`src/rtl/rsvd_nop_pkg.sv`:
```
// Shared types and class properties for the reserved-opcode sequencer.
// Assumes at most eight bus cycles for any class.
package rsvd_nop_pkg;

    typedef enum logic [2:0] {
        K_UNSUP = 3'd0,
        K_ONE   = 3'd1,
        K_IMM2  = 3'd2,
        K_ZP3   = 3'd3,
        K_ZPX4  = 3'd4,
        K_ABS4  = 3'd5,
        K_FAR8  = 3'd6
    } nop_kind_e;

    localparam int MAX_CYC = 8;
    localparam int STEP_W  = $clog2(MAX_CYC);
    localparam int CYC_W   = STEP_W + 1;

    // Byte length of a class; zero for an unsupported opcode.
    function automatic logic [1:0] kind_len(nop_kind_e k);
        case (k)
            K_ONE:                  return 2'd1;
            K_IMM2, K_ZP3, K_ZPX4:  return 2'd2;
            K_ABS4, K_FAR8:         return 2'd3;
            default:                return 2'd0;
        endcase
    endfunction

    // Total bus cycles of a class, opcode fetch included.
    function automatic logic [CYC_W-1:0] kind_cycles(nop_kind_e k);
        case (k)
            K_ONE:          return CYC_W'(1);
            K_IMM2:         return CYC_W'(2);
            K_ZP3:          return CYC_W'(3);
            K_ZPX4, K_ABS4: return CYC_W'(4);
            K_FAR8:         return CYC_W'(MAX_CYC);
            default:        return CYC_W'(1);
        endcase
    endfunction

endpackage

```
`src/rtl/rsvd_nop_decode.sv`:
```
// Maps an opcode to its reserved class. Purely combinational.
// Assumes the caller only latches the result when a start is accepted.
module rsvd_nop_decode
    import rsvd_nop_pkg::*;
(
    input  logic [7:0] opcode,
    output nop_kind_e  kind
);

    // Priority match of the class bit patterns.
    always_comb begin
        if (opcode[1:0] == 2'b11)
            kind = K_ONE;
        else if (opcode[4:0] == 5'b00010 && opcode[7:5] != 3'b101)
            kind = K_IMM2;
        else if (opcode == 8'h44)
            kind = K_ZP3;
        else if (opcode[6] && opcode[4:0] == 5'b10100 && opcode != 8'h74)
            kind = K_ZPX4;
        else if (opcode[7:6] == 2'b11 && opcode[4:0] == 5'b11100)
            kind = K_ABS4;
        else if (opcode == 8'h5C)
            kind = K_FAR8;
        else
            kind = K_UNSUP;
    end

endmodule

```
`src/rtl/rsvd_nop_step.sv`:
```
// Cycle index counter of a running sequence.
// Assumes launch and advance are never high together.
module rsvd_nop_step #(
    parameter int W = 3
) (
    input  logic         clk,
    input  logic         rst_n,
    input  logic         launch,
    input  logic         advance,
    output logic [W-1:0] step
);

    // Restart at zero on launch, count up while advancing.
    always_ff @(posedge clk) begin
        if (!rst_n)
            step <= '0;
        else if (launch)
            step <= '0;
        else if (advance)
            step <= step + W'(1);
    end

endmodule

```
`src/rtl/rsvd_nop_addr.sv`:
```
// Read address of each cycle, from the class, the cycle index and the operands.
// Assumes the operands were captured in the cycles where they were read.
module rsvd_nop_addr
    import rsvd_nop_pkg::*;
#(
    parameter int                DATA_W  = 8,
    parameter logic [DATA_W-1:0] HI_PAGE = '1,
    localparam int               ADDR_W  = 2 * DATA_W
) (
    input  nop_kind_e           kind,
    input  logic [STEP_W-1:0]   step,
    input  logic [ADDR_W-1:0]   base,
    input  logic [DATA_W-1:0]   op_lo,
    input  logic [DATA_W-1:0]   op_hi,
    output logic [ADDR_W-1:0]   addr
);

    localparam logic [DATA_W-1:0] ZERO_PAGE = '0;

    logic three_byte;
    assign three_byte = (kind == K_ABS4) || (kind == K_FAR8);

    // Address mux over the cycle index.
    always_comb begin
        case (step)
            STEP_W'(0): addr = base;
            STEP_W'(1): addr = base + ADDR_W'(1);
            STEP_W'(2): addr = three_byte ? base + ADDR_W'(2) : {ZERO_PAGE, op_lo};
            STEP_W'(3): begin
                case (kind)
                    K_ABS4:  addr = {op_hi, op_lo};
                    K_FAR8:  addr = {HI_PAGE, op_lo};
                    default: addr = {ZERO_PAGE, op_lo};
                endcase
            end
            default:    addr = {HI_PAGE, HI_PAGE};
        endcase
    end

endmodule

```
`src/rtl/rsvd_nop_seq.sv`:
```
// Runs the bus cycles of reserved opcodes: the opcode re-read, the operand fetches
// and the dummy reads. It pulses done with the length on the last cycle.
// Assumes read data is valid in the same cycle as rd_o, and that the core
// holds off the bus while busy_o is high.
module rsvd_nop_seq
    import rsvd_nop_pkg::*;
#(
    parameter int                DATA_W  = 8,
    parameter logic [DATA_W-1:0] HI_PAGE = '1,
    localparam int               ADDR_W  = 2 * DATA_W
) (
    input  logic              clk,
    input  logic              rst_n,
    input  logic              start_i,
    input  logic [7:0]        opcode_i,
    input  logic [ADDR_W-1:0] pc_i,
    output logic              rd_o,
    output logic [ADDR_W-1:0] addr_o,
    input  logic [DATA_W-1:0] rdata_i,
    output logic              busy_o,
    output logic              done_o,
    output logic [1:0]        len_o,
    output logic              unsup_o
);

    nop_kind_e           dec_kind;
    nop_kind_e           kind_q;
    logic                busy_q;
    logic [ADDR_W-1:0]   pc_q;
    logic [DATA_W-1:0]   lo_q;
    logic [DATA_W-1:0]   hi_q;
    logic [STEP_W-1:0]   step;
    logic [ADDR_W-1:0]   seq_addr;
    logic                launch;
    logic                last;
    logic                advance;
    logic                active_rd;

    rsvd_nop_decode u_decode (
        .opcode (opcode_i),
        .kind   (dec_kind)
    );

    rsvd_nop_step #(.W(STEP_W)) u_step (
        .clk     (clk),
        .rst_n   (rst_n),
        .launch  (launch),
        .advance (advance),
        .step    (step)
    );

    rsvd_nop_addr #(.DATA_W(DATA_W), .HI_PAGE(HI_PAGE)) u_addr (
        .kind  (kind_q),
        .step  (step),
        .base  (pc_q),
        .op_lo (lo_q),
        .op_hi (hi_q),
        .addr  (seq_addr)
    );

    assign launch    = start_i && !busy_q;
    assign last      = busy_q && ((kind_q == K_UNSUP) ||
                       (CYC_W'(step) == kind_cycles(kind_q) - CYC_W'(1)));
    assign advance   = busy_q && !last;
    assign active_rd = busy_q && (kind_q != K_UNSUP);

    // Sequence ownership: accept a start when idle, release after the last cycle.
    always_ff @(posedge clk) begin
        if (!rst_n) begin
            busy_q <= 1'b0;
            kind_q <= K_UNSUP;
            pc_q   <= '0;
        end else if (launch) begin
            busy_q <= 1'b1;
            kind_q <= dec_kind;
            pc_q   <= pc_i;
        end else if (last) begin
            busy_q <= 1'b0;
        end
    end

    // Operand capture from the fetch cycles.
    always_ff @(posedge clk) begin
        if (!rst_n) begin
            lo_q <= '0;
            hi_q <= '0;
        end else if (active_rd) begin
            if (step == STEP_W'(1))
                lo_q <= rdata_i;
            if (step == STEP_W'(2) && (kind_q == K_ABS4 || kind_q == K_FAR8))
                hi_q <= rdata_i;
        end
    end

    // Port drive.
    always_comb begin
        rd_o    = active_rd;
        addr_o  = active_rd ? seq_addr : '0;
        busy_o  = busy_q;
        done_o  = last;
        len_o   = last ? kind_len(kind_q) : 2'd0;
        unsup_o = last && (kind_q == K_UNSUP);
    end

endmodule

```
`config.mk`:
```
export PLATFORM = sky130hd
export DESIGN_NAME = rsvd_nop_seq
export DESIGN_NICKNAME = d
export VERILOG_FILES = /design/src/rtl/rsvd_nop_pkg.sv /design/src/rtl/rsvd_nop_decode.sv /design/src/rtl/rsvd_nop_step.sv /design/src/rtl/rsvd_nop_addr.sv /design/src/rtl/rsvd_nop_seq.sv
export SDC_FILE = /design/constraint.sdc
export NUM_CORES = 1
export LEC_CHECK = 0
export ABC_AREA = 1
export BUFFER_PORTS_ARGS = -buffer_cell sky130_fd_sc_hd__buf_4
export CORE_MARGIN = 2
export CORE_UTILIZATION = 60
export CTS_CLUSTER_SIZE = 24
export DETAILED_ROUTE_END_ITERATION = 8
export HOLD_SLACK_MARGIN = 0.12
export PLACE_DENSITY = 0.85
export SLEW_MARGIN = 20
export SYNTH_ARGS = -nofsm -noshare
export SYNTH_HDL_FRONTEND = slang
export SYNTH_SLANG_ARGS = --single-unit
```
`constraint.sdc`:
```
create_clock -name clk -period 5.45 [get_ports clk]
set_input_delay 0.8175 -clock clk [delete_from_list [all_inputs] [get_ports clk]]
set_output_delay 0.8175 -clock clk [all_outputs]
set_load 0.02 [all_outputs]
```
* Word level (Yosys, flattened, before mapping)
Index checks and enable logic that the tools add are counted.
** Word-level totals
- Bits in registers :: 39
- Output and inout port bits :: 22
- Input port bits :: 35
** Cells by class
- Reductions and logical operators :: 24
- Add/subtract/negate cells :: 4
- Bitwise logic cells :: 1
- Mux-type cells :: 15
- Eq/ne operators :: 19
** Operators by type and width (number)
- $pmux W16 S4 :: 1
- $mux W16 :: 2
- $pmux W16 S2 :: 1
- $mux W3 :: 6
- $add A16 B1 Y16 const B :: 1
- $add A16 B2 Y16 const B :: 1
- $eq A8 B7 Y1 const B :: 2
- $pmux W4 S4 :: 1
- $eq A3 B2 Y1 const B :: 4
- $eq A5 B5 Y1 const B :: 2
- $logic_and A1 B1 Y1 :: 10
- $eq A3 B3 Y1 const B :: 3
- $ne A8 B7 Y1 const B :: 1
- $eq A3 B1 Y1 const B :: 2
- $logic_not A3 Y1 :: 2
- $pmux W2 S3 :: 1
- $reduce_or A2 Y1 :: 3
- $eq A5 B2 Y1 const B :: 1
- $eq A2 B2 Y1 const B :: 2
- $eq A3 B4 Y1 :: 1
- $reduce_and A2 Y1 :: 2
- $sub A4 B1 Y4 const B :: 1
- $add A3 B1 Y3 const B :: 1
- $ne A3 B3 Y1 const B :: 1
- other kinds (8) :: 11

* Longest topological paths before layout
- Word-level depth :: 9
- Gate-level depth with buffers :: 11
- Depth with buffers taken out :: 11

* Hierarchy
From an unflattened synthesis, not the netlist that was laid out.
** Unflattened totals
- Cell total of the unflattened synthesis :: 549
- Area, all modules :: 3133.0 um^2
** Modules (own cells, without submodules)
- rsvd_nop_seq :: cells an instance 233, instances 1, seq. area each 720.7 um^2, area an instance 1576.5 um^2
- rsvd_nop_addr :: cells an instance 258, instances 1, seq. area each 0.0 um^2, area an instance 1262.5 um^2
- rsvd_nop_decode :: cells an instance 38, instances 1, seq. area each 0.0 um^2, area an instance 153.9 um^2
- rsvd_nop_step :: cells an instance 20, instances 1, seq. area each 60.1 um^2, area an instance 140.1 um^2

* Worst setup path after synthesis
OpenSTA, ideal clock, no wires.
- Kind :: flip-flop to output port
- From :: register kind_q[1]
- To :: output port len_o[0]
- Stages on the path, launching flop included :: 10
- Slack :: 2.861 ns
- Data required time :: 4.633 ns
- Arrival time :: 1.772 ns
- Path through :: dfxtp_1 nand2_1 inv_1 nor2_2 ha_1 xor2_1 nand3_2 nand2_1 nand2_1 a21oi_1
** On the way
- Word-level cells in the longest chain between the ends :: 8
- Elaborated cells between the ends (all ways) :: 17
** Ends and longest elaborated chain
- start, declared :: RTL line rsvd_nop_seq.sv:27 : nop_kind_e kind_q;
- start signal, assigned :: RTL line rsvd_nop_seq.sv:75 : kind_q <= dec_kind;
- $eq A3 B3 Y1 :: RTL line rsvd_nop_pkg.sv:21, rsvd_nop_pkg.sv:31
- $reduce_or A2 Y1 :: RTL line rsvd_nop_pkg.sv:31 : case (k)
- $pmux W4 S4 :: RTL line rsvd_nop_pkg.sv:31
- $sub A4 B1 Y4 :: RTL line rsvd_nop_seq.sv:63 : (CYC_W'(step) == kind_cycles(kind_q) - CYC_W'(1)));
- $eq A3 B4 Y1 :: RTL line rsvd_nop_seq.sv:63
- $logic_or A1 B1 Y1 :: RTL line rsvd_nop_seq.sv:62 : assign last = busy_q && ((kind_q == K_UNSUP) ||
- $logic_and A1 B1 Y1 :: RTL line rsvd_nop_seq.sv:62
- $mux W2 (*) :: RTL line rsvd_nop_seq.sv:101 : len_o = last ? kind_len(kind_q) : 2'd0;
- end, declared :: RTL line rsvd_nop_seq.sv:22 : output logic [1:0] len_o,
Mark *: on every way between the ends. The rest lies on a longest branch, timed or not.

* Final worst setup path
- From :: register u_step.step[2]
- To :: output port addr_o[4]
** On the way
- Word-level cells in the longest chain between the ends :: 3
- Elaborated cells between the ends (all ways) :: 6
** Ends and longest elaborated chain
- start, declared :: RTL line rsvd_nop_step.sv:10 : output logic [W-1:0] step
- start signal, assigned :: RTL line rsvd_nop_step.sv:20 : step <= step + W'(1);
- $eq A3 B2 Y1 (tied with other cells) :: RTL line rsvd_nop_addr.sv:25 : case (step)
- $pmux W16 S4 (*) :: RTL line rsvd_nop_addr.sv:25
- $mux W16 (*) :: RTL line rsvd_nop_seq.sv:98 : addr_o = active_rd ? seq_addr : '0;
- end, declared :: RTL line rsvd_nop_seq.sv:18 : output logic [ADDR_W-1:0] addr_o,
Marks and branches as above.

==> key figures <==
Final layout
  • Fin util: 73.6%
  • Post-route cell area: 0.00350 mm²
  • Antenna Cells: 0
  • Post-Layout Cell Count: 621
  • Area Overhead vs Synth: 17.1%
  • Final nets: 596
  • Most frequent cells in the layout: nand2_1 (116), inv_1 (67), nor2_1 (63)
  • Filler cells: 446
  • Register area: 781 µm²
  • Share of cells above drive strength 1: 15.3%
  • Area of the multi-input gates: 0.00186 mm²
  • Commonest non-fill, non-tap cell in the layout: nand2_1

Setup path
  • Required time of the critical path: 4.63 ns
  • Crit path arrival time: 2.54 ns
  • Slowest stage cell, crit path: inv_1
  • R2R Setup Slk: 3.24 ns
  • Crit-path cells: inv_1 > nand2_1 > inv_1 > nand2_1 > o21ai_0 > o21ai_0 > nand2_1 > nor2_1 > a21oi_1 > buf_4
  • CP startpoint kind: register
  • CP Capture Type: primary output
  • CP max stage delay: 0.49 ns
  • Kind of cell adding the most delay to the critical path: buffers and inverters
  • Worst path bufs/invs: 3
  • Most common cell on crit path: nand2_1
  • CP Max Fanout: 16
  • Crit Path Class: register to primary output

Yosys
  • Post-Synthesis Cells: 506
  • Syn Nets: 549
  • Largest cells by area after synthesis: dfxtp_1 (26%), nand2_1 (15%), inv_1 (8.4%), o21ai_0 (8.4%), a21oi_1 (8.0%)
  • Leading area contributor after synthesis: dfxtp_1
  • Synthesized cell area: 0.00299 mm²
  • EDFF count, synth: 0
  • FFs w/ async S/R, synth: 0%
  • Share of the synthesized area in the top cell type: 26.1%
  • Synth Area per Inst: 5.91 µm²
  • Most used DFF post-synth: dfxtp_1
  • Register area share after synthesis: 26.1%
  • Yosys warnings: 0
  • Yosys reg bits: 39
  • Distinct cells, synth: 35

Clock network
  • Clk_lat worst skew: 0.30 ns
  • Clock slew at reported path FFs: 0.08 ns
  • Maximum root-to-sink buffer count: 2
  • Post-cts sizing count: 0
  • CTS Buf Count: 5
  • Cts hold-fix bufs: 0
  • Root buf cell: clkbuf_8
  • H-tree depth: 2
  • CTS tree: done
  • Post-CTS Setup Inserts: 0
  • CTS Sinks: 39

Timing
  • Unrepaired setup endpoints after global routing: no
  • # setup viols final: 0
  • Final hold viol count: 0
  • Pins over their slew limit: 0
  • Fmax: 298 MHz
  • Tmin final: 3.36 ns
  • Final worst-path cycle share: 61.6%
  • Slew margin rel.: 44.5%
  • Final WS setup: 2.09 ns
  • Tightest Pin Transition: 0.830 ns
  • Final setup TNS: 0 ns
  • Clock skew: 0.00437 ns
  • Min Hold Slack: 0.470 ns

Drt
  • Routed WL: 8690 µm
  • Routed vias/inst: 5.68
  • Initial DRC Count: 344
  • Drt pass-1 iters: 5
  • Vias: 3528
  • Antenna Nets Post-Route: 0
  • Remaining routing DRC violations: 0
  • Detail-routed net length per standard cell: 14.0 µm

Floorplan
  • Initial core utilization: 62.9%
  • Rows: 25
  • Die Span X: 74.6 µm
  • Core area: 0.00475 mm²
  • Die Ht: 74.6 µm
  • DIE AREA: 0.00556 mm²
  • Ports: 57

Pwr
  • Sw frac: 30.6%
  • Internal cell power: 0.430 mW
  • Reg power frac: 50.7%
  • Logic gate share of total power: 17.1%
  • Clock power frac: 32.3%
  • Total Power: 0.619 mW
  • P_sw: 0.190 mW
  • Peak VDD IR: 0.000149 V
  • Leakage: 1.68 nW
  • Power per cell area: 177 mW/mm²

Placed design
  • Pre-CTS WS: 2.52 ns
  • Placed inst area: 0.00342 mm²
  • PortBufs: 56
  • Post-DP HPWL: 6480 µm
  • Cells after DPL: 613
  • Gpl congestion: 1.04

GRT
  • Initial antenna violation count: 0
  • Global-route wire length before repair: 13700 µm
  • Vias in the first global route: 3086
  • Total gr overflow: 0
  • Total Routing Usage GR: 31.8%
  • Largest net degree at the start of global routing: 33

Min path
  • Hold crit path type: register to register

Run status
  • Status: finished clean

Flow run
  • Max Cap Viol: 0
-- worst reg2reg max path: cells and delay by family (launching register included) --
family                 cells  cell delay, ns
AND/OR/NAND/NOR            4            1.17
buffers and inverters      2            0.55
flip-flops                 1            0.45
-- cell usage after synthesis, types with 2 or more instances --
master / number
nand3_2: 2
nor2_2: 3
o22ai_1: 2
o21ai_2: 2
a21oi_1: 48
nand2_1: 116
nand2_4: 3
o21ai_1: 2
ha_1: 8
o21ai_0: 50
dfxtp_1: 39
nand3_1: 45
inv_2: 5
nand4_1: 9
buf_2: 6
nor2_1: 63
nand2_2: 2
o211ai_1: 4
xor2_1: 5
nor3_1: 3
inv_1: 67
a21oi_2: 2
clkbuf_1: 8
-- kinds of logic after synthesis --
logic type,share of synthesized area (%)
flip-flops,26.1
adder cells (fa/ha/maj),3.35
AO/OA/AOI/OAI,20.1
XOR/XNOR,1.76
AND/OR/NAND/NOR,36.9
buffers and inverters,11.8
-- worst paths after layout --
kind             startpoint              to  depth (start not counted)
min                 lo_q[1]         lo_q[1]                          2
max          u_step.step[2]       addr_o[4]                         10
min reg2reg         lo_q[1]         lo_q[1]                          2
max reg2reg          busy_o  u_step.step[2]                          6
-- power groups by stage --
stage	clock, mW	sequential [mW]	combinational (mW)
finish	0.200	0.314	0.106
global route	0.210	0.316	0.117
CTS	0.196	0.313	0.104
detailed placement	0	0.320	0.104
global placement	0	0.320	0.101
floorplan	0	0.313	0.0673
-- registers in the layout, summed over array words and instances (netlist names) --
| signal | cells |
|---|---|
| busy_o | 1 |
| hi_q | 8 |
| kind_q | 3 |
| lo_q | 8 |
| pc_q | 16 |
| u_step.step | 3 |
-- area by class of cell --
| type | count | share of cell area (%) |
|---|---|---|
| sequential | 39 | 22.3 |
| clock inverter | 2 | 0.357 |
| clock buffer | 6 | 2.07 |
| tap | 67 | 2.39 |
| inverter | 73 | 7.83 |
| multi-input combinational | 378 | 53.0 |
| timing repair buffer | 56 | 12.0 |
-- layer usage --
| layer | track usage [%] | vias to the layer above | part of all wire (%) |
|---|---|---|---|
| met2 | 56.4 | 163 | 49 |
| met3 | 5.28 | 31 | 6.5 |
| met5 | 0 | - | 0 |
| met4 | 13.3 | 0 | 2.9 |
| li1 | - | 1735 | - |
| met1 | 37.8 | 1599 | 42 |
Note: power is estimated with default switching activity, not from simulation.
